**src/rtl/dp_pkg.sv**
```systemverilog
package dp_pkg;
  localparam int IDX_W   = 4;
  localparam int INSTR_W = 16;
  localparam int FLAG_W  = 4;

  // flag vector positions
  localparam int FL_N = 3;
  localparam int FL_Z = 2;
  localparam int FL_C = 1;
  localparam int FL_V = 0;

  // opcode prefixes
  localparam logic [4:0] PFX_MOVI = 5'b00100;
  localparam logic [9:0] PFX_MOVL = 10'b0001110000;
  localparam logic [7:0] PFX_MOVH = 8'b01000110;
  localparam logic [9:0] PFX_MUL  = 10'b0100001101;
  localparam logic [9:0] PFX_MVN  = 10'b0100001111;
  localparam logic [9:0] PFX_ORR  = 10'b0100001100;
  localparam logic [9:0] PFX_NEG  = 10'b0100001001;

  typedef enum logic [2:0] {
    OP_NONE, OP_MOVI, OP_MOVL, OP_MOVH, OP_MUL, OP_MVN, OP_NEG, OP_ORR
  } op_e;

  typedef enum logic [1:0] {
    FM_KEEP, FM_CLEAR, FM_CALC
  } fmode_e;

  typedef struct packed {
    op_e              op;
    logic             wr;
    logic [IDX_W-1:0] rd;
    logic [7:0]       imm;
    logic             bad;
    logic             upd_nz;
    fmode_e           c_md;
    fmode_e           v_md;
  } ctrl_t;
endpackage

```
**src/rtl/dp_decode.sv**
```systemverilog
module dp_decode
  import dp_pkg::*;
(
  input  logic [INSTR_W-1:0] instr_i,
  output ctrl_t              ctrl_o
);
  logic [2:0] fld_lo;
  logic [2:0] fld_mid;
  logic       h1;
  logic       h2;

  assign fld_lo  = instr_i[2:0];
  assign fld_mid = instr_i[5:3];
  assign h1      = instr_i[7];
  assign h2      = instr_i[6];

  always_comb begin
    ctrl_o        = '0;
    ctrl_o.op     = OP_NONE;
    ctrl_o.bad    = 1'b1;
    ctrl_o.c_md   = FM_KEEP;
    ctrl_o.v_md   = FM_KEEP;
    ctrl_o.imm    = instr_i[7:0];
    if (instr_i[15:11] == PFX_MOVI) begin
      ctrl_o.op     = OP_MOVI;
      ctrl_o.wr     = 1'b1;
      ctrl_o.rd     = {1'b0, instr_i[10:8]};
      ctrl_o.bad    = 1'b0;
      ctrl_o.upd_nz = 1'b1;
    end else if (instr_i[15:6] == PFX_MOVL) begin
      ctrl_o.op     = OP_MOVL;
      ctrl_o.wr     = 1'b1;
      ctrl_o.rd     = {1'b0, fld_lo};
      ctrl_o.bad    = 1'b0;
      ctrl_o.upd_nz = 1'b1;
      ctrl_o.c_md   = FM_CLEAR;
      ctrl_o.v_md   = FM_CLEAR;
    end else if (instr_i[15:8] == PFX_MOVH) begin
      ctrl_o.op     = OP_MOVH;
      ctrl_o.wr     = 1'b1;
      ctrl_o.rd     = {h1, fld_lo};
      ctrl_o.bad    = ~(h1 | h2);
    end else if (instr_i[15:6] == PFX_MUL) begin
      ctrl_o.op     = OP_MUL;
      ctrl_o.wr     = 1'b1;
      ctrl_o.rd     = {1'b0, fld_lo};
      ctrl_o.bad    = (fld_mid == fld_lo);
      ctrl_o.upd_nz = 1'b1;
    end else if (instr_i[15:6] == PFX_MVN) begin
      ctrl_o.op     = OP_MVN;
      ctrl_o.wr     = 1'b1;
      ctrl_o.rd     = {1'b0, fld_lo};
      ctrl_o.bad    = 1'b0;
      ctrl_o.upd_nz = 1'b1;
    end else if (instr_i[15:6] == PFX_ORR) begin
      ctrl_o.op     = OP_ORR;
      ctrl_o.wr     = 1'b1;
      ctrl_o.rd     = {1'b0, fld_lo};
      ctrl_o.bad    = 1'b0;
      ctrl_o.upd_nz = 1'b1;
    end else if (instr_i[15:6] == PFX_NEG) begin
      ctrl_o.op     = OP_NEG;
      ctrl_o.wr     = 1'b1;
      ctrl_o.rd     = {1'b0, fld_lo};
      ctrl_o.bad    = 1'b0;
      ctrl_o.upd_nz = 1'b1;
      ctrl_o.c_md   = FM_CALC;
      ctrl_o.v_md   = FM_CALC;
    end
  end
endmodule

```
**src/rtl/dp_alu.sv**
```systemverilog
module dp_alu
  import dp_pkg::*;
#(
  parameter int DATA_W = 32
) (
  input  op_e               op_i,
  input  logic [DATA_W-1:0] a_i,
  input  logic [DATA_W-1:0] b_i,
  input  logic [7:0]        imm_i,
  output logic [DATA_W-1:0] res_o,
  output logic              c_o,
  output logic              v_o
);
  localparam int MSB = DATA_W - 1;

  logic [DATA_W-1:0] prod;
  logic [DATA_W:0]   diff;

  assign prod = a_i * b_i;
  assign diff = {1'b0, {DATA_W{1'b0}}} - {1'b0, b_i};

  always_comb begin
    res_o = '0;
    unique case (op_i)
      OP_MOVI: res_o = {{(DATA_W-8){1'b0}}, imm_i};
      OP_MOVL,
      OP_MOVH: res_o = b_i;
      OP_MUL:  res_o = prod;
      OP_MVN:  res_o = ~b_i;
      OP_ORR:  res_o = a_i | b_i;
      OP_NEG:  res_o = diff[MSB:0];
      default: res_o = '0;
    endcase
  end

  // carry is the inverted borrow; overflow only when both operand and result are negative
  assign c_o = ~diff[DATA_W];
  assign v_o = b_i[MSB] & diff[MSB];
endmodule

```
**src/rtl/dp_flags.sv**
```systemverilog
module dp_flags
  import dp_pkg::*;
#(
  parameter int DATA_W = 32
) (
  input  logic              upd_nz_i,
  input  fmode_e            c_md_i,
  input  fmode_e            v_md_i,
  input  logic [DATA_W-1:0] res_i,
  input  logic              c_i,
  input  logic              v_i,
  input  logic [FLAG_W-1:0] flags_i,
  output logic [FLAG_W-1:0] flags_o
);
  logic n_new;
  logic z_new;

  assign n_new = res_i[DATA_W-1];
  assign z_new = (res_i == '0);

  function automatic logic pick(fmode_e md, logic cur, logic calc);
    case (md)
      FM_CLEAR: return 1'b0;
      FM_CALC:  return calc;
      default:  return cur;
    endcase
  endfunction

  always_comb begin
    flags_o       = flags_i;
    flags_o[FL_N] = upd_nz_i ? n_new : flags_i[FL_N];
    flags_o[FL_Z] = upd_nz_i ? z_new : flags_i[FL_Z];
    flags_o[FL_C] = pick(c_md_i, flags_i[FL_C], c_i);
    flags_o[FL_V] = pick(v_md_i, flags_i[FL_V], v_i);
  end
endmodule

```
**src/rtl/dp_exec.sv**
```systemverilog
module dp_exec
  import dp_pkg::*;
#(
  parameter int DATA_W = 32
) (
  input  logic                   clk_i,
  input  logic                   rst_ni,
  input  logic [INSTR_W-1:0]     instr_i,
  input  logic [DATA_W-1:0]      src_a_i,
  input  logic [DATA_W-1:0]      src_b_i,
  input  logic [FLAG_W-1:0]      flags_i,
  output logic [IDX_W-1:0]       rd_idx_o,
  output logic                   wr_en_o,
  output logic [DATA_W-1:0]      result_o,
  output logic [FLAG_W-1:0]      flags_o,
  output logic                   bad_o
);
  ctrl_t             ctrl;
  logic [DATA_W-1:0] alu_res;
  logic              alu_c;
  logic              alu_v;
  logic [FLAG_W-1:0] flags_nxt;

  dp_decode u_dec (
    .instr_i (instr_i),
    .ctrl_o  (ctrl)
  );

  dp_alu #(.DATA_W(DATA_W)) u_alu (
    .op_i  (ctrl.op),
    .a_i   (src_a_i),
    .b_i   (src_b_i),
    .imm_i (ctrl.imm),
    .res_o (alu_res),
    .c_o   (alu_c),
    .v_o   (alu_v)
  );

  dp_flags #(.DATA_W(DATA_W)) u_flg (
    .upd_nz_i (ctrl.upd_nz),
    .c_md_i   (ctrl.c_md),
    .v_md_i   (ctrl.v_md),
    .res_i    (alu_res),
    .c_i      (alu_c),
    .v_i      (alu_v),
    .flags_i  (flags_i),
    .flags_o  (flags_nxt)
  );

  always_ff @(posedge clk_i or negedge rst_ni) begin
    if (!rst_ni) begin
      rd_idx_o <= '0;
      wr_en_o  <= 1'b0;
      result_o <= '0;
      flags_o  <= '0;
      bad_o    <= 1'b0;
    end else begin
      rd_idx_o <= ctrl.rd;
      wr_en_o  <= ctrl.wr;
      result_o <= alu_res;
      flags_o  <= flags_nxt;
      bad_o    <= ctrl.bad;
    end
  end
endmodule

```
**config.mk**
```make
export PLATFORM = sky130hd
export DESIGN_NAME = dp_exec
export DESIGN_NICKNAME = d
export VERILOG_FILES = /design/src/rtl/dp_pkg.sv /design/src/rtl/dp_decode.sv /design/src/rtl/dp_alu.sv /design/src/rtl/dp_flags.sv /design/src/rtl/dp_exec.sv
export SDC_FILE = /design/constraint.sdc
export NUM_CORES = 1
export LEC_CHECK = 0
export BUFFER_PORTS_ARGS = -buffer_cell sky130_fd_sc_hd__buf_4
export CORE_ASPECT_RATIO = 2
export CORE_UTILIZATION = 35
export CTS_CLUSTER_SIZE = 10
export DETAILED_ROUTE_END_ITERATION = 8
export PLACE_DENSITY = 0.58
export SYNTH_ARGS = -nofsm -noshare
export SYNTH_HDL_FRONTEND = slang
export SYNTH_SLANG_ARGS = --single-unit
```
**constraint.sdc**
```tcl
create_clock -name clk_i -period 0.8 [get_ports clk_i]
set_input_delay 0 -clock clk_i [delete_from_list [all_inputs] [get_ports clk_i]]
set_output_delay 0 -clock clk_i [all_outputs]
set_load 0.02 [all_outputs]
```
==> metrics.md <==
| Metric | Value |
|---|---|
| Design area | approximately 27,000 µm² |
| Fraction of registers with async set/reset | between 90% and 100% |
| WP data required | approximately 1000 ps |
| Worst setup EP type | flop |
| Post-synth EDFFs | 0 |
| Final hold slack | -24.1 ps |
| Element type at the critical path start | input port |
| Arr. time, crit path | 7170 ps |
| DRC | 0 |
| Post-layout min period | 6970 ps |
| Failing checks | hold timing, setup timing |
| Area delta synth->final | 43.5% |
| Register area | between 1000 and 1500 µm² |
| Initial antenna violation count | 5 |
| Most used cell, CP | fa_1 |
| Period utilization | 871% |
| Antenna-violating nets left | 0 |
| HP Start | instr_i[2] |
| Die height | between 300 and 400 µm |
| Post-DR wirelength/cell | about 25 µm |
| Crit. Startpoint | src_a_i[18] |
| Fillcell total | between 4,000 and 5,000 |
| Final setup margin | -6170 ps |
| Starting Density | 35.4% |
| Final Max Tran Viols | 0 |
| Finished Core Util | 50.8% |
| Routed WL | around 83,000 µm |
| Area after DPL | roughly 24,000 µm² |
| IO Pins | 128 |
| Total core area | 53,600 µm² |
| Rel. slew slack | a little over two fifths |
| Vias in the first global route | about 20,000 |
| Synth warnings | 0 |
| Yosys cell types | between 70 and 80 |
| CTS tree | done |
| WS Path Type | in -> reg |
| Syn Nets | 2,778 |
| CTS buffer count | 5 |
| Final Hold Viols | 1 |
| First-pass GRT wire length | about 120,000 µm |
| Worst Hold Class | in -> reg |
| Die width | ~170 µm |
| Crit-path max cell delay | between 500 and 600 ps |
| Total GRT Usage | between 30% and 40% |
| Max-cap violations | 0 |
| Clock-pin slew on the worst setup and hold paths | 60 ps |
| Status | finished, violations left |
| Cts hold-fix bufs | 5 |
| Cells after Synth | between 2,000 and 2,500 |
| CTS max path bufs | 2 |
| Vias per inst | ~5.3 |
| Vias | ~18,000 |
| Slowest CP cell | fa_1 |
| Synth Flop Type | dfrtp_1 |
| # port buffers | between 100 and 150 |
| Row Count | between 100 and 150 |
| Routability Congestion | 0.993 |
| Die area | between 50,000 and 60,000 µm² |
| # nets final | approximately 3,300 |
| Worst Max-Slew Pin Slew | 864 ps |
| Syn avg cell area | 8.80 µm² |
| Initial DRT Pass Iterations | 5 |
| Seq/Total Area, Yosys | 5.54% |
| Final setup fails | around 60 |
| Grt ovf | 0 |
| Area of the multi-input gates | roughly 18,000 µm² |
| Fmax | ~140 MHz |
| Synthesized flop and latch total | 42 |
| Clk root buf | clkbuf_16 |
| Crit Path Max Fanout | 8 |
| H-Tree Depth | 2 |
| CTS Sinks | 42 |
| RSZ-0062 raised after global routing | true |
| Share of layout cells above drive strength 1 | approximately a third |
| Largest net degree at the start of global routing | between 40 and 50 |
| HPWL after DPL | ~66,000 µm |
| Mapped cell area | ~19,000 µm² |
| Starting DRT DRC Count | slightly below 1,000 |
## cell usage after synthesis (4+ instances only)
| cell | count | area share, % |
|---|---|---|
| or4_1 | 6 | 0.24 |
| or3_1 | 8 | 0.26 |
| a31o_2 | 4 | 0.18 |
| nor4_1 | 7 | 0.23 |
| xor2_1 | 23 | 1.1 |
| nand2_1 | 265 | 5.2 |
| and2_1 | 310 | 10 |
| dfrtp_1 | 42 | 5.5 |
| or2_2 | 4 | 0.13 |
| a21oi_1 | 61 | 1.6 |
| and3_1 | 6 | 0.20 |
| nand3_1 | 14 | 0.37 |
| o21a_1 | 5 | 0.20 |
| o221ai_1 | 6 | 0.28 |
| inv_1 | 386 | 7.6 |
| nand2b_1 | 5 | 0.16 |
| nor2_1 | 60 | 1.2 |
| fa_1 | 408 | 43 |
| ha_1 | 126 | 8.3 |
| nor3_1 | 23 | 0.61 |
| nor2b_1 | 7 | 0.23 |
| a2111oi_0 | 7 | 0.32 |
| a31oi_1 | 7 | 0.23 |
| mux2i_1 | 6 | 0.32 |
| a211oi_1 | 7 | 0.28 |
| o211ai_1 | 5 | 0.20 |
| o22ai_1 | 7 | 0.23 |
| o31ai_1 | 4 | 0.16 |
| a21o_1 | 18 | 0.71 |
| nand4_1 | 8 | 0.26 |
| o21ai_0 | 45 | 1.2 |
| clkbuf_1 | 127 | 2.5 |
| xnor2_1 | 64 | 3.0 |
## registers in the layout, summed over array words and instances (netlist names)
register,cells
bad_o,1
flags_o,4
rd_idx_o,4
result_o,32
wr_en_o,1
## cell usage in the layout (no fill, tap or decap), types with 15 or more instances in the layout
master     n
buf_4    404
fa_1     378
inv_1    366
and2_1   281
nand2_1  249
buf_6    142
ha_1      78
xnor2_1   54
nor2_1    51
ha_4      47
a21oi_1   42
dfrtp_1   42
fa_2      30
buf_12    30
and2_4    29
o21ai_0   23
inv_2     18
a21o_1    16
xor2_1    16
a21oi_2   15
## cells by family (layout without fill, tap and decap cells)
group / after synthesis / count (layout) / share of synthesized area, %
AOI/OAI and AO/OA: 218 / 218 / 7.64
xor gates and xnor gates: 87 / 87 / 4.01
adders and majority gates: 534 / 534 / 51.3
buffers and inverters: 520 / 1008 / 10.4
DFF: 42 / 42 / 5.54
muxes: 7 / 7 / 0.376
other: 0 / 1 / 0
and+or+nand+nor: 750 / 750 / 20.7
## worst max-delay path, delay by kind of cell
family | cells | cell delay [ps]
AO/OA/AOI/OAI | 6 | 1020
adder cells (fa/ha/maj) | 9 | 4290
AND/OR/NAND/NOR | 6 | 1390
buffers and inverters | 4 | 470
## cell type report
| type | count | area share [%] |
|---|---|---|
| clock inverter | 2 | 0.0505 |
| inverter | 387 | 5.36 |
| tap | 671 | 3.08 |
| sequential | 42 | 3.86 |
| multi-input combinational | 1596 | 65.2 |
| clock buffer | 6 | 0.473 |
| timing repair buffer | 613 | 22.0 |
| antenna | 1 | 0.00918 |
## stage by stage
stage / setup TNS, ps / hold WS (ps) / std cells / setup WS [ps]
3_5_place_dp: -176210 / 17.2 / 3223 / -6750
3_3_place_gp: -175690 / 11.1 / 3223 / -6680
4_1_cts: -153200 / -6.27 / 3299 / -6210
2_1_floorplan: -147670 / -296 / 2158 / -6080
5_1_grt: -158870 / -9.95 / 3317 / -6370
6_report: -153700 / -24.1 / 3318 / -6170
## metal layers
layer  routed length (µm)  vias to the layer above  part of all wire (%)  global-route usage [%]
met5                   44                        -                 0.053                       0
met4                 9600                        6                    12                    28.6
met3                 3720                      371                   4.5                    3.32
met2                44900                      752                    54                    57.9
met1                24900                     9032                    30                    27.4
li1                     -                     7577                     -                       -
## timing repair
item                                    in CTS  in global routing
buffers inserted                            63                 30
pin swaps                                  165                104
endpoints found under the hold margin       47                  1
endpoints found under the setup margin      80                 84
cloned                                       7                  3
resized for setup                          395                141
## final timing paths
path                                           to  slack (ps)  depth (start not counted)
setup / recovery             flags_o[2]$_DFF_PN0_       -6170                         25
min in group asynchronous         bad_o$_DFF_PN0_         230                          2
hold / removal              result_o[2]$_DFF_PN0_         -20                          3
max in group asynchronous  result_o[21]$_DFF_PN0_         190                          2
Power is not shown: default switching activity piles up to over one toggle a cycle in this logic, so the estimate is an artifact.
